===== src/rtl/prio_shadow_pkg.sv =====
package prio_shadow_pkg;
  typedef enum logic [1:0] {
    SRC_NONE = 2'd0,
    SRC_CR   = 2'd1,
    SRC_MEM  = 2'd2,
    SRC_IDX  = 2'd3
  } wr_src_e;
endpackage


===== src/rtl/prio_path_arbiter.sv =====
module prio_path_arbiter
  import prio_shadow_pkg::*;
#(
  parameter int PRIO_W     = 4,
  parameter int OFF_W      = 12,
  parameter int IDX_W      = 32,
  parameter logic [OFF_W-1:0] PRIO_OFF = 12'h080,
  parameter logic [IDX_W-1:0] PRIO_IDX = 32'h0000_0808
) (
  input  logic              clk,
  input  logic              rst,
  input  logic              en_shadow,
  input  logic              en_mmio,
  input  logic              en_idx,
  input  logic              cr_vld,
  input  logic [PRIO_W-1:0] cr_val,
  input  logic              mem_vld,
  input  logic [OFF_W-1:0]  mem_off,
  input  logic [7:0]        mem_data,
  input  logic              idx_vld,
  input  logic [IDX_W-1:0]  idx_num,
  input  logic [7:0]        idx_data,
  output wr_src_e           src,
  output logic              accept,
  output logic [7:0]        new_byte
);
  localparam int LOW_W = 8 - PRIO_W;

  logic cr_ok, mem_ok, idx_ok;

  always_comb begin
    cr_ok  = en_shadow && cr_vld;
    mem_ok = en_shadow && en_mmio && mem_vld && (mem_off == PRIO_OFF);
    idx_ok = en_shadow && en_idx && idx_vld && (idx_num == PRIO_IDX);
  end

  always_comb begin
    src      = SRC_NONE;
    new_byte = '0;
    if (cr_ok) begin
      src      = SRC_CR;
      new_byte = {cr_val, {LOW_W{1'b0}}};
    end else if (mem_ok) begin
      src      = SRC_MEM;
      new_byte = mem_data;
    end else if (idx_ok) begin
      src      = SRC_IDX;
      new_byte = idx_data;
    end
    accept = (src != SRC_NONE);
  end


  no_accept_when_off_chk: assert property (@(posedge clk) disable iff (rst)
    !en_shadow |-> !accept);


  cr_wins_chk: assert property (@(posedge clk) disable iff (rst)
    (en_shadow && cr_vld) |-> (src == SRC_CR));
endmodule


===== src/rtl/prio_shadow_reg.sv =====
module prio_shadow_reg
  import prio_shadow_pkg::*;
#(
  parameter int ADDR_W = 64,
  parameter int OFF_W  = 12,
  parameter int PRIO_W = 4,
  parameter logic [OFF_W-1:0] PRIO_OFF = 12'h080
) (
  input  logic              clk,
  input  logic              rst,
  input  logic              accept,
  input  wr_src_e           src,
  input  logic [7:0]        new_byte,
  input  logic [ADDR_W-1:0] page_base,
  output logic [7:0]        shadow_byte,
  output logic              page_wr_en,
  output logic [ADDR_W-1:0] page_wr_addr,
  output logic [7:0]        page_wr_data
);
  localparam int LOW_W = 8 - PRIO_W;

  logic last_from_cr;

  always_ff @(posedge clk) begin
    if (rst) begin
      shadow_byte  <= '0;
      page_wr_en   <= 1'b0;
      page_wr_addr <= '0;
      page_wr_data <= '0;
      last_from_cr <= 1'b0;
    end else begin
      page_wr_en   <= accept;
      last_from_cr <= accept && (src == SRC_CR);
      if (accept) begin
        shadow_byte  <= new_byte;
        page_wr_data <= new_byte;
        page_wr_addr <= {page_base[ADDR_W-1:OFF_W], PRIO_OFF};
      end
    end
  end


  cr_low_clear_chk: assert property (@(posedge clk) disable iff (rst)
    last_from_cr |-> (shadow_byte[LOW_W-1:0] == '0));


  page_addr_offset_chk: assert property (@(posedge clk) disable iff (rst)
    page_wr_en |-> (page_wr_addr[OFF_W-1:0] == PRIO_OFF));
endmodule


===== src/rtl/prio_trap_gen.sv =====
module prio_trap_gen #(
  parameter int PRIO_W = 4
) (
  input  logic              clk,
  input  logic              rst,
  input  logic              accept,
  input  logic [PRIO_W-1:0] new_prio,
  input  logic [PRIO_W-1:0] thr,
  output logic              exit_pulse
);
  logic trap_pend;

  always_ff @(posedge clk) begin
    if (rst) begin
      trap_pend  <= 1'b0;
      exit_pulse <= 1'b0;
    end else begin
      trap_pend  <= accept && (new_prio < thr);
      exit_pulse <= trap_pend;
    end
  end
endmodule


===== src/rtl/prio_shadow_monitor.sv =====
module prio_shadow_monitor
  import prio_shadow_pkg::*;
#(
  parameter int ADDR_W = 64,
  parameter int OFF_W  = 12,
  parameter int IDX_W  = 32,
  parameter int THR_W  = 32,
  parameter int PRIO_W = 4,
  parameter logic [OFF_W-1:0] PRIO_OFF = 12'h080,
  parameter logic [IDX_W-1:0] PRIO_IDX = 32'h0000_0808
) (
  input  logic              clk,
  input  logic              rst,
  input  logic              cfg_shadow_en,
  input  logic              cfg_mmio_virt_en,
  input  logic              cfg_idx_virt_en,
  input  logic [ADDR_W-1:0] cfg_page_base,
  input  logic [THR_W-1:0]  cfg_threshold,
  input  logic              cr_wr_vld,
  input  logic [PRIO_W-1:0] cr_wr_val,
  input  logic              mem_wr_vld,
  input  logic [OFF_W-1:0]  mem_wr_off,
  input  logic [7:0]        mem_wr_data,
  input  logic              idx_wr_vld,
  input  logic [IDX_W-1:0]  idx_wr_idx,
  input  logic [7:0]        idx_wr_data,
  output logic [7:0]        shadow_byte,
  output logic              page_wr_en,
  output logic [ADDR_W-1:0] page_wr_addr,
  output logic [7:0]        page_wr_data,
  output logic              exit_pulse,
  output logic              cfg_err
);
  localparam int PRIO_LSB = 8 - PRIO_W;

  wr_src_e           src;
  logic              accept;
  logic [7:0]        new_byte;
  logic [PRIO_W-1:0] thr_nib;

  assign thr_nib = cfg_threshold[PRIO_W-1:0];

  prio_path_arbiter #(
    .PRIO_W(PRIO_W), .OFF_W(OFF_W), .IDX_W(IDX_W),
    .PRIO_OFF(PRIO_OFF), .PRIO_IDX(PRIO_IDX)
  ) u_arb (
    .clk(clk), .rst(rst),
    .en_shadow(cfg_shadow_en), .en_mmio(cfg_mmio_virt_en), .en_idx(cfg_idx_virt_en),
    .cr_vld(cr_wr_vld), .cr_val(cr_wr_val),
    .mem_vld(mem_wr_vld), .mem_off(mem_wr_off), .mem_data(mem_wr_data),
    .idx_vld(idx_wr_vld), .idx_num(idx_wr_idx), .idx_data(idx_wr_data),
    .src(src), .accept(accept), .new_byte(new_byte)
  );

  prio_shadow_reg #(
    .ADDR_W(ADDR_W), .OFF_W(OFF_W), .PRIO_W(PRIO_W), .PRIO_OFF(PRIO_OFF)
  ) u_reg (
    .clk(clk), .rst(rst), .accept(accept), .src(src), .new_byte(new_byte),
    .page_base(cfg_page_base), .shadow_byte(shadow_byte),
    .page_wr_en(page_wr_en), .page_wr_addr(page_wr_addr), .page_wr_data(page_wr_data)
  );

  prio_trap_gen #(.PRIO_W(PRIO_W)) u_trap (
    .clk(clk), .rst(rst), .accept(accept),
    .new_prio(new_byte[7:PRIO_LSB]), .thr(thr_nib), .exit_pulse(exit_pulse)
  );

  always_ff @(posedge clk) begin
    if (rst) cfg_err <= 1'b0;
    else     cfg_err <= cfg_shadow_en && (cfg_page_base[OFF_W-1:0] != '0);
  end


  exit_follows_write_chk: assert property (@(posedge clk) disable iff (rst)
    exit_pulse |-> ($past(page_wr_en) &&
                    ($past(shadow_byte[7:PRIO_LSB]) < $past(thr_nib, 2))));


  exit_when_low_chk: assert property (@(posedge clk) disable iff (rst)
    (page_wr_en && (shadow_byte[7:PRIO_LSB] < $past(thr_nib))) |=> exit_pulse);


  cfg_err_off_chk: assert property (@(posedge clk) disable iff (rst)
    cfg_err |-> $past(cfg_shadow_en));
endmodule


===== config.mk =====
export PLATFORM = sky130hd
export DESIGN_NAME = prio_shadow_monitor
export DESIGN_NICKNAME = d
export VERILOG_FILES = /design/src/rtl/prio_shadow_pkg.sv /design/src/rtl/prio_path_arbiter.sv /design/src/rtl/prio_shadow_reg.sv /design/src/rtl/prio_trap_gen.sv /design/src/rtl/prio_shadow_monitor.sv
export SDC_FILE = /design/constraint.sdc
export NUM_CORES = 1
export LEC_CHECK = 0
export CORE_UTILIZATION = 30
export CTS_BUF_LIST = sky130_fd_sc_hd__clkbuf_2 sky130_fd_sc_hd__clkbuf_4 sky130_fd_sc_hd__clkbuf_8
export DETAILED_ROUTE_END_ITERATION = 10
export PLACE_DENSITY = 0.78
export SYNTH_ARGS = -nofsm -noshare
export SYNTH_HDL_FRONTEND = slang
export SYNTH_SLANG_ARGS = --single-unit

===== constraint.sdc =====
create_clock -name clk -period 3.3 [get_ports clk]
set_clock_uncertainty 0.2 [all_clocks]
set_input_delay 0.33 -clock clk [delete_from_list [all_inputs] [get_ports clk]]
set_output_delay 0.33 -clock clk [all_outputs]
set_load 0.1 [all_outputs]

==> metrics.md, run 1 <==
| Metric | Value |
|---|---|
| Run status | `finished, final reports clean` |
| Routability cong. | `0.8418` |
| Filler cells | `866` |
| Clk_lat worst skew | `approximately 0.32 ns` |
| Vias in the first global route | `3012` |
| Sw power | `777.3 uW` |
| R2R setup slack | `2.31 ns` |
| CP Launch Type | `input port` |
| Post-DP Area | `5226 um2` |
| Number of routed nets with antenna violations | `0` |
| Detailed Routing Iterations Pass 1 | `4` |
| Register bit total from synthesis | `65` |
| Die H | `103.4 um` |
| CP required | `3.34 ns` |
| WL per Instance | `13.16 um` |
| Sequential-to-total area share from yosys stat | `42.16%` |
| Synth cell types | `39` |
| GRT overflow | `0` |
| Pwr/cell area | `425.0 nW/um2` |
| # nets final | `727` |
| Residual DRC | `0` |
| Site Rows | `36` |
| Total number of yosys warnings | `0` |
| Root Driver | `clkbuf_8` |
| Sequential share of power | `36.4%` |
| VDD IR max | `0.0002425 V` |
| Core ar. | `9864 um2` |
| Share of cells above drive strength 1 | `about 7.0%` |
| Clock sinks | `between 60 and 70` |
| Average size of a mapped cell | `between 8 and 9 um2` |
| Die area | `roughly 11000 um2` |
| Post-synth EDFFs | `0` |
| IO Pins | `between 200 and 300` |
| Worst EP arrival | `3.14 ns` |
| First-pass GRT wire length | `13790 um` |
| Leak | `2.306 nW` |
| Routed vias/inst | `4.488` |
| CTS tree | `built` |
| Post-cts resize count | `0` |
| Max-slew violation count | `0` |
| Via count | `3115` |
| RSZ-0062 raised after global routing | `no` |
| Clock Power Share | `~32%` |
| Worst-path fanout max | `2` |
| Worst slew pin tran | `1.002 ns` |
| Sw Share | `33.56%` |
| H-Tree Depth | `3` |
| Port Buffers | `roughly 210` |
| Largest net degree at the start of global routing | `approximately 60` |
| Initial antenna violation count | `0` |
| Max Cap Viol | `0` |
| Most used DFF post-synth | `dfxtp_1` |
| Crit end category | `register` |
| Post-Synthesis Cells | `about 360` |
| Clock-pin slew on the worst setup and hold paths | `about 0.06 ns` |
| Reg-to-reg endpoint | `u_reg.page_wr_data[4]$_SDFFE_PP0P_` |
| Count leader, synth | `nand2_1` |
| Period utilization | `a little over nine tenths` |
| Total track usage | `between 10% and 20%` |
| Hold_sp | `u_trap.trap_pend$_SDFF_PP0_` |
| Top-area cell type share of the netlist area | `42.16%` |
| Fin crit period | `3.102 ns` |
| Inserted Diodes | `0` |
| Post-CTS setup buffers | `0` |
| Placed cells | `approximately 680` |
| Leading area contributor after synthesis | `dfxtp_1` |
| Final setup viols | `0` |
| Initial DRC Count | `56` |
| Mapped cell area | `3087 um2` |
| Chip width | `103.4 um` |
| Total routed wirelength | `approximately 9100 um` |
| Max Clock Freq | `0.3224 GHz` |
| Synth area leaders | `dfxtp_1 42%, mux2i_1 18%, nand2_1 14%` |
| Max-slew headroom | `33.01%` |
| Worst Hold Class | `register to register` |
| Clock Path Buffers | `2` |
| Cell area after layout | `5450 um2` |
| TritonCTS Buffers | `9` |
| Final HPWL DP | `7314 um` |
| Async S/R FF share, synth | `0%` |
| R2R cell count | `2` |
| CP Launch Point | `mem_wr_off[1]` |
| Starting density of the core | `~31%` |
| WHS Endpoint | `u_trap.exit_pulse$_SDFF_PP0_` |
| Layout Cells excl Fill | `694` |
| # hold bufs at CTS | `0` |
| Fin. Hold Viols | `0` |
| RR Startpoint | `u_reg.page_wr_data[4]$_SDFFE_PP0P_` |
| WS Path Type | `input port to register` |
| Combinational power share | `31.6%` |
| Cell Int Power | `1.539 mW` |
| WHS Path Cells | `1` |
| Area Growth Syn to Fin | `76.57%` |
| Post-synth top cells | `112 x nand2_1, 65 x dfxtp_1, 56 x mux2i_1, 19 x buf_4, 14 x clkbuf_1` |
-- layout make-up --
type,instances,area (um2),area share (%)
Timing Repair Buffer,220,2202,40.40
Multi-Input combinational cell,256,1541,28.28
Sequential cell,65,1301,23.88
Tap cell,133,166.4,3.053
Clock buffer,11,145.1,2.663
Clock inverter,5,78.83,1.446
Inverter,4,15.01,0.2755
-- worst max-delay path by stage --
stage	cells after the start	slack, ns	endpoint
6_report	11	0.20	u_trap.trap_pend$_SDFF_PP0_
3_3_place_gp	11	-0.03	u_trap.trap_pend$_SDFF_PP0_
2_1_floorplan	12	0.18	u_trap.trap_pend$_SDFF_PP0_
4_1_cts	11	0.23	u_trap.trap_pend$_SDFF_PP0_
3_5_place_dp	11	-0.11	u_trap.trap_pend$_SDFF_PP0_
5_1_grt	11	0.03	u_trap.trap_pend$_SDFF_PP0_
-- kinds of logic after synthesis --
logic type | after synthesis | synth area share (%)
AO/OA/AOI/OAI | 20 | 3.891
buffers and inverters | 44 | 9.120
flip-flops | 65 | 42.16
multiplexers | 56 | 18.16
other | 1 | 0.1215
adder cells (fa/ha/maj) | 3 | 1.216
AND/OR/NAND/NOR | 166 | 25.33
-- sequential cells by signal, indices dropped and copies added, names as in the netlist --
register and flops:
u_reg.page_wr_en 1, u_reg.page_wr_data 8, cfg_err 1, u_reg.page_wr_addr 53
u_trap.exit_pulse 1, u_trap.trap_pend 1
-- layout by cell type, fill, tap and decap left out, drive strengths merged, types with 8 or more instances in the layout --
cell type      count
nor4               8
clkbuf            11
clkdlybuf4s50    205
nand2            113
nor2               9
buf               15
dfxtp             65
mux2i             56
conb              11
-- per-layer routing --
layer / GRT usage [%] / part of all wire, % / vias up
li1: - / - / 1565
met1: 18.77 / 40 / 1414
met2: 29.65 / 51 / 126
met3: 5.108 / 7.8 / 10
met4: 6.067 / 1.2 / 0
met5: 0 / 0 / -
-- stage by stage --
| step | hold slack (ns) | power, mW | setup WS [ns] | util (%) | TNS, ns |
|---|---|---|---|---|---|
| floorplan | 0.2138 | 1.338 | 0.1820 | - | 0 |
| global placement | 0.2393 | 1.585 | -0.02598 | 52.98 | -0.02598 |
| detailed placement | 0.2277 | 1.595 | -0.1093 | 52.98 | -0.1093 |
| CTS | 0.2435 | 2.353 | 0.2291 | 55.25 | 0 |
| global route | 0.2627 | 2.424 | 0.02885 | 55.25 | 0 |
| finish | 0.2399 | 2.316 | 0.1978 | 55.25 | 0 |
-- worst max-delay path, cell delays in order --
cell and delay (ns):
clkdlybuf4s50_1 0.43, or4_4 0.56, or4_4 0.53, nand3_1 0.10, a31oi_1 0.10, ha_1 0.30, nor2b_1 0.13, o21a_1 0.15
o21ai_0 0.18, nand3b_1 0.12, a211oi_2 0.21
-- power by group through the flow --
stage | sequential [mW] | clock [mW] | combinational [mW]
floorplan | 1.13 | 0 | 0.206
global placement | 0.859 | 0 | 0.726
detailed placement | 0.862 | 0 | 0.734
CTS | 0.844 | 0.774 | 0.735
global route | 0.848 | 0.811 | 0.765
finish | 0.843 | 0.742 | 0.731
Power figures use the tool's default switching activity.
==> inputs of run 2 (changes only) <==
CTS_CLUSTER_SIZE = 16   (was default)
SKIP_CTS_REPAIR_TIMING = 1   (was default)
==> results of run 2 <==
The final DEF is identical to that of run 1; final timing and power are the same.
